### src/rtl/msr_pkg.sv
package msr_pkg;
    localparam int LINES   = 4;
    localparam int IDX_CTS = 0;
    localparam int IDX_DSR = 1;
    localparam int IDX_RI  = 2;
    localparam int IDX_CD  = 3;

    // control register field positions
    localparam int MCR_DTR  = 0;
    localparam int MCR_RTS  = 1;
    localparam int MCR_OP1  = 2;
    localparam int MCR_OP2  = 3;
    localparam int MCR_LOOP = 4;
    localparam int MCR_W    = 5;

    typedef struct packed {
        logic [LINES-1:0] level;
        logic [LINES-1:0] chg;
    } msr_state_t;
endpackage

### src/rtl/msr_sync.sv
module msr_sync #(
    parameter int               WIDTH   = 4,
    parameter int               STAGES  = 2,
    parameter logic [WIDTH-1:0] RST_VAL = '1
) (
    input  logic             clk,
    input  logic             rst_n,
    input  logic [WIDTH-1:0] async_i,
    output logic [WIDTH-1:0] sync_o
);
    logic [WIDTH-1:0] chain_d [STAGES];
    logic [WIDTH-1:0] chain_q [STAGES];

    always_comb begin
        chain_d[0] = async_i;
        for (int s = 1; s < STAGES; s++) begin
            chain_d[s] = chain_q[s-1];
        end
    end

    generate
        for (genvar g = 0; g < STAGES; g++) begin : g_stage
            always_ff @(posedge clk or negedge rst_n) begin
                if (!rst_n) chain_q[g] <= RST_VAL;
                else        chain_q[g] <= chain_d[g];
            end
        end
    endgenerate

    assign sync_o = chain_q[STAGES-1];
endmodule

### src/rtl/msr_core.sv
module msr_core
    import msr_pkg::*;
(
    input  logic             clk,
    input  logic             rst_n,
    input  logic [LINES-1:0] pin_n_i,
    input  logic             loop_i,
    input  logic [LINES-1:0] lb_i,
    input  logic             rd_i,
    output logic [LINES-1:0] level_o,
    output logic [LINES-1:0] chg_o
);
    msr_state_t       st_d, st_q;
    logic [LINES-1:0] eff;
    logic [LINES-1:0] hit;

    always_comb begin
        eff = loop_i ? lb_i : ~pin_n_i;
        for (int i = 0; i < LINES; i++) begin
            if (i == IDX_RI) hit[i] = st_q.level[i] & ~eff[i];
            else             hit[i] = st_q.level[i] ^ eff[i];
        end
        st_d.level = eff;
        st_d.chg   = (st_q.chg & ~{LINES{rd_i}}) | hit;
    end

    always_ff @(posedge clk or negedge rst_n) begin
        if (!rst_n) st_q <= '0;
        else        st_q <= st_d;
    end

    assign level_o = st_q.level;
    assign chg_o   = st_q.chg;


    read_clears_chk: assert property (@(posedge clk) disable iff (!rst_n)
        (rd_i && eff == level_o) |=> (chg_o == '0));


    ri_rise_ignored_chk: assert property (@(posedge clk) disable iff (!rst_n)
        (!level_o[IDX_RI] && eff[IDX_RI] && (rd_i || !chg_o[IDX_RI])) |=> !chg_o[IDX_RI]);


    cts_edge_flag_chk: assert property (@(posedge clk) disable iff (!rst_n)
        (eff[IDX_CTS] != level_o[IDX_CTS]) |=> chg_o[IDX_CTS]);


    cd_edge_flag_chk: assert property (@(posedge clk) disable iff (!rst_n)
        (rd_i && eff[IDX_CD] != level_o[IDX_CD]) |=> chg_o[IDX_CD]);
endmodule

### src/rtl/msr_txgate.sv
module msr_txgate (
    input  logic clk,
    input  logic rst_n,
    input  logic flow_en_i,
    input  logic cts_i,
    output logic allow_o
);
    typedef struct packed {
        logic allow;
    } gate_t;

    gate_t g_d, g_q;

    always_comb begin
        g_d.allow = ~flow_en_i | cts_i;
    end

    always_ff @(posedge clk or negedge rst_n) begin
        if (!rst_n) g_q <= '{allow: 1'b1};
        else        g_q <= g_d;
    end

    assign allow_o = g_q.allow;


    tx_blocked_chk: assert property (@(posedge clk) disable iff (!rst_n)
        (flow_en_i && !cts_i) |=> !allow_o);


    tx_free_chk: assert property (@(posedge clk) disable iff (!rst_n)
        (!flow_en_i) |=> allow_o);
endmodule

### src/rtl/uart_modem_status.sv
module uart_modem_status
    import msr_pkg::*;
#(
    parameter int SYNC_STAGES = 2
) (
    input  logic              clk,
    input  logic              rst_n,
    input  logic [LINES-1:0]  modem_n_i,
    input  logic [MCR_W-1:0]  mcr_i,
    input  logic              msr_rd_i,
    input  logic              msr_ie_i,
    input  logic              cts_flow_en_i,
    output logic [2*LINES-1:0] msr_o,
    output logic              msr_irq_o,
    output logic              tx_allow_o
);
    logic [LINES-1:0] pin_sync;
    logic [LINES-1:0] lb_vec;
    logic [LINES-1:0] level;
    logic [LINES-1:0] chg;

    msr_sync #(.WIDTH(LINES), .STAGES(SYNC_STAGES), .RST_VAL('1)) u_sync (
        .clk     (clk),
        .rst_n   (rst_n),
        .async_i (modem_n_i),
        .sync_o  (pin_sync)
    );

    always_comb begin
        lb_vec          = '0;
        lb_vec[IDX_CTS] = mcr_i[MCR_RTS];
        lb_vec[IDX_DSR] = mcr_i[MCR_DTR];
        lb_vec[IDX_RI]  = mcr_i[MCR_OP1];
        lb_vec[IDX_CD]  = mcr_i[MCR_OP2];
    end

    msr_core u_core (
        .clk     (clk),
        .rst_n   (rst_n),
        .pin_n_i (pin_sync),
        .loop_i  (mcr_i[MCR_LOOP]),
        .lb_i    (lb_vec),
        .rd_i    (msr_rd_i),
        .level_o (level),
        .chg_o   (chg)
    );

    msr_txgate u_gate (
        .clk       (clk),
        .rst_n     (rst_n),
        .flow_en_i (cts_flow_en_i),
        .cts_i     (level[IDX_CTS]),
        .allow_o   (tx_allow_o)
    );

    assign msr_o     = {level, chg};
    assign msr_irq_o = msr_ie_i & (|chg);


    irq_raise_chk: assert property (@(posedge clk) disable iff (!rst_n)
        (msr_ie_i && |msr_o[LINES-1:0]) |-> msr_irq_o);


    irq_quiet_chk: assert property (@(posedge clk) disable iff (!rst_n)
        (!msr_ie_i || msr_o[LINES-1:0] == '0) |-> !msr_irq_o);


    loop_level_chk: assert property (@(posedge clk) disable iff (!rst_n)
        (mcr_i[MCR_LOOP] && $past(mcr_i[MCR_LOOP]) && $stable(mcr_i))
            |-> (msr_o[2*LINES-1:LINES] == lb_vec));
endmodule

### config.mk
export PLATFORM = sky130hd
export DESIGN_NAME = uart_modem_status
export DESIGN_NICKNAME = d
export VERILOG_FILES = /design/src/rtl/msr_pkg.sv /design/src/rtl/msr_sync.sv /design/src/rtl/msr_core.sv /design/src/rtl/msr_txgate.sv /design/src/rtl/uart_modem_status.sv
export SDC_FILE = /design/constraint.sdc
export NUM_CORES = 1
export LEC_CHECK = 0
export CAP_MARGIN = 25
export CORE_MARGIN = 3
export CORE_UTILIZATION = 45
export DETAILED_ROUTE_END_ITERATION = 6
export DONT_BUFFER_PORTS = 1
export HOLD_SLACK_MARGIN = 0.06
export SETUP_SLACK_MARGIN = 0.4
export SYNTH_ARGS = -nofsm -noshare
export SYNTH_HDL_FRONTEND = slang
export SYNTH_SLANG_ARGS = --single-unit
### constraint.sdc
create_clock -name clk -period 0.98 [get_ports clk]
set_input_delay 0 -clock clk [delete_from_list [all_inputs] [get_ports clk]]
set_output_delay 0 -clock clk [all_outputs]
set_load 0.05 [all_outputs]
==> results.cfg <==
[sta]
layout_min_cycle_time_ns = 1.28
grt_setup_unrepaired = true
finalSetupViolCount = 4
maxSlewHeadroom_pct = 53.9
fmax_ghz = 0.780
hold_viol = 16
holdWs_ns = -0.204
tightestPinTransition_ns = 0.692
setup_tns_ns = -0.487
postLayoutSetupSlackWorst_ns = -0.303
maxSlewViolCount = 0
fin_crit_sh_pct = 131
skew_ns = 0.00246

[pwr]
leakagePower_nw = 0.411
ir_drop_v = 0.00156
power_density_mw_per_mm2 = 1760

[clocking]
cts_root_buffer = clkbuf_4
cts_buffer_depth = 2
cts_tree = yes
cts.sinks = 17
numCtsBuffers = 3
cts_hold_buf = 6
clock_latency_ns = 0.28
htree_levels = 1
path_clk_slew_ns = 0.09

[drt]
viasPerCell = 5.04
drt_first_iter_violations = 3
dr.pass1.iters = 3
wl_per_cell_um = 14.2
wl_um = 1100
drc = 0
drtAntennaViolNets = 0
via_count = 388

[worst_setup_path]
startpoint = u_core.chg_o[0]$_DFF_PN0_
path_buf_inv = 0
crit_end = msr_irq_o
path_cells = o41a_4
start_kind = flop
endpoint_kind = output port
crit_type = reg -> out
r2r-start = u_core.chg_o[0]$_DFF_PN0_
critPathMaxStageDelay_ns = 0.58
critPathTopFamily = compound AO/OA/AOI/OAI gates
rr_worst_depth = 5
reg2reg_setup_slack_ns = -0.08
critPathArrivalTime_ns = 1.28
cp_max_fo = 2
crit_required_ns = 0.98
r2r_end = u_core.chg_o[0]$_DFF_PN0_
cp_num_cells = 1
cp_slowest_cell = o41a_4

[synthesis]
syn_nets = 57
synth_cells = 43
yosysSeqAreaShare_pct = 72.9
yosysUniqueCellTypes = 12
syn_area_per_cell_um2 = 13.9
syn-cell-area_um2 = 599
yosys_warnings = 0
ys_ff_latch = 17

[flow_run]
drv_cap = 0

[placement]
pre_cts_slack_ns = -0.00325
gp_congestion = 0.694
hpwlAfterDp_um = 827
io_buffers = 0

[floorplanning]
initial_core_util_pct = 51.2
rows = 12
die_h_um = 42.5
io_pins = 24
die_area_mm2 = 0.00181
die_w_um = 42.5
coreArea_mm2 = 0.00117

[cells_and_area]
n_antenna_cell = 0
finalNetCount = 78
nFillCells = 78
final_common_cell = dfstp_2
final_layout_size_suffix_gt1_share_pct = 68.3
area_growth_pct = 52.4
layout_common_cells = 9 x dfstp_2, 7 x dfrtp_2, 6 x buf_8

[global_route]
grt_pass1_vias = 387
grt_max_degree = 18
gr-usage-all-layers_pct = 13.7
grt-ovfl-total = 0
grt_first_pass_wirelength_um = 1750
grt_antenna_before_repair = 0

[min_path]
whs_path_depth = 1
hp-class = in -> reg

[outcome]
status = finished, violations left
failed_checks = negative hold slack, negative setup slack
synth_stat cells:
master	count	area share (%)
o21ai_0	2	1.7
nand2_1	2	1.3
dfstp_2	9	39
inv_1	4	2.5
o22ai_1	1	1.0
mux2i_1	5	8.4
dfrtp_1	8	33
buf_4	1	1.3
o41a_1	1	1.9
nor2b_1	6	6.3
nor2_1	3	1.9
nand2b_1	1	1.0
state kept, by name, indices dropped and copies added (netlist names):
signal	cells
u_core.chg_o	4
u_core.level_o	4
u_sync.chain_d	4
u_sync.sync_o	4
u_gate.allow_o	1
how the worst min path moves through the flow:
stage | start | to | slack (ns)
2_1_floorplan | rst_n | u_core.chg_o[0]$_DFF_PN0_ | -0.30
3_3_place_gp | rst_n | u_core.level_o[0]$_DFF_PN0_ | -0.30
3_5_place_dp | rst_n | u_core.chg_o[0]$_DFF_PN0_ | -0.30
4_1_cts | mcr_i[4] | u_core.level_o[1]$_DFF_PN0_ | -0.21
5_1_grt | mcr_i[4] | u_core.level_o[3]$_DFF_PN0_ | -0.23
6_report | mcr_i[4] | u_core.level_o[1]$_DFF_PN0_ | -0.20
kinds of logic (layout without fill, tap and decap cells):
logic type      Yosys count  count (layout)  synth area share, %
compound gates            4               4                 4.59
mux                       5               5                 8.35
flops                    17              17                 72.9
buf+inv                   5              25                 3.76
simple gates             12              12                 10.4
metrics by stage:
step	power [mW]	area [um2]	std cells	util, %
2_1_floorplan	1.05	643	43	-
3_3_place_gp	1.11	713	64	60.9
3_5_place_dp	1.12	713	64	60.9
4_1_cts	1.59	878	76	75.0
5_1_grt	1.69	913	77	78.0
6_report	1.61	913	77	78.0
metal layers:
metal	up-vias	track usage (%)	wire length (um)
met5	-	0	0
met4	0	3.73	0
met3	0	8.15	105
met2	22	22.8	626
met1	189	14.6	365
li1	177	-	-
cell type report:
class | count | area (um2) | share of cell area [%]
Clock buffer | 3 | 22.5 | 2.47
Clock inverter | 1 | 7.51 | 0.822
Inverter | 4 | 15.0 | 1.64
Multi-Input combinational cell | 21 | 200 | 21.9
Sequential cell | 17 | 445 | 48.8
Tap cell | 14 | 17.5 | 1.92
Timing Repair Buffer | 17 | 205 | 22.5
where the power goes:
group          internal, mW  total (mW)  switching (mW)  leakage [nW]
clock network         0.155       0.364           0.209        0.0139
registers             0.777       0.830          0.0533         0.180
logic                 0.197       0.414           0.217         0.218
total                  1.13        1.61           0.479         0.411
repair_timing:
action,in CTS,in global routing
endpoints found under the hold margin,30,16
setup buffers,2,1
endpoints found under the setup margin,20,40
resized for setup,15,9
No activity file was read; power rests on OpenSTA's default activity.
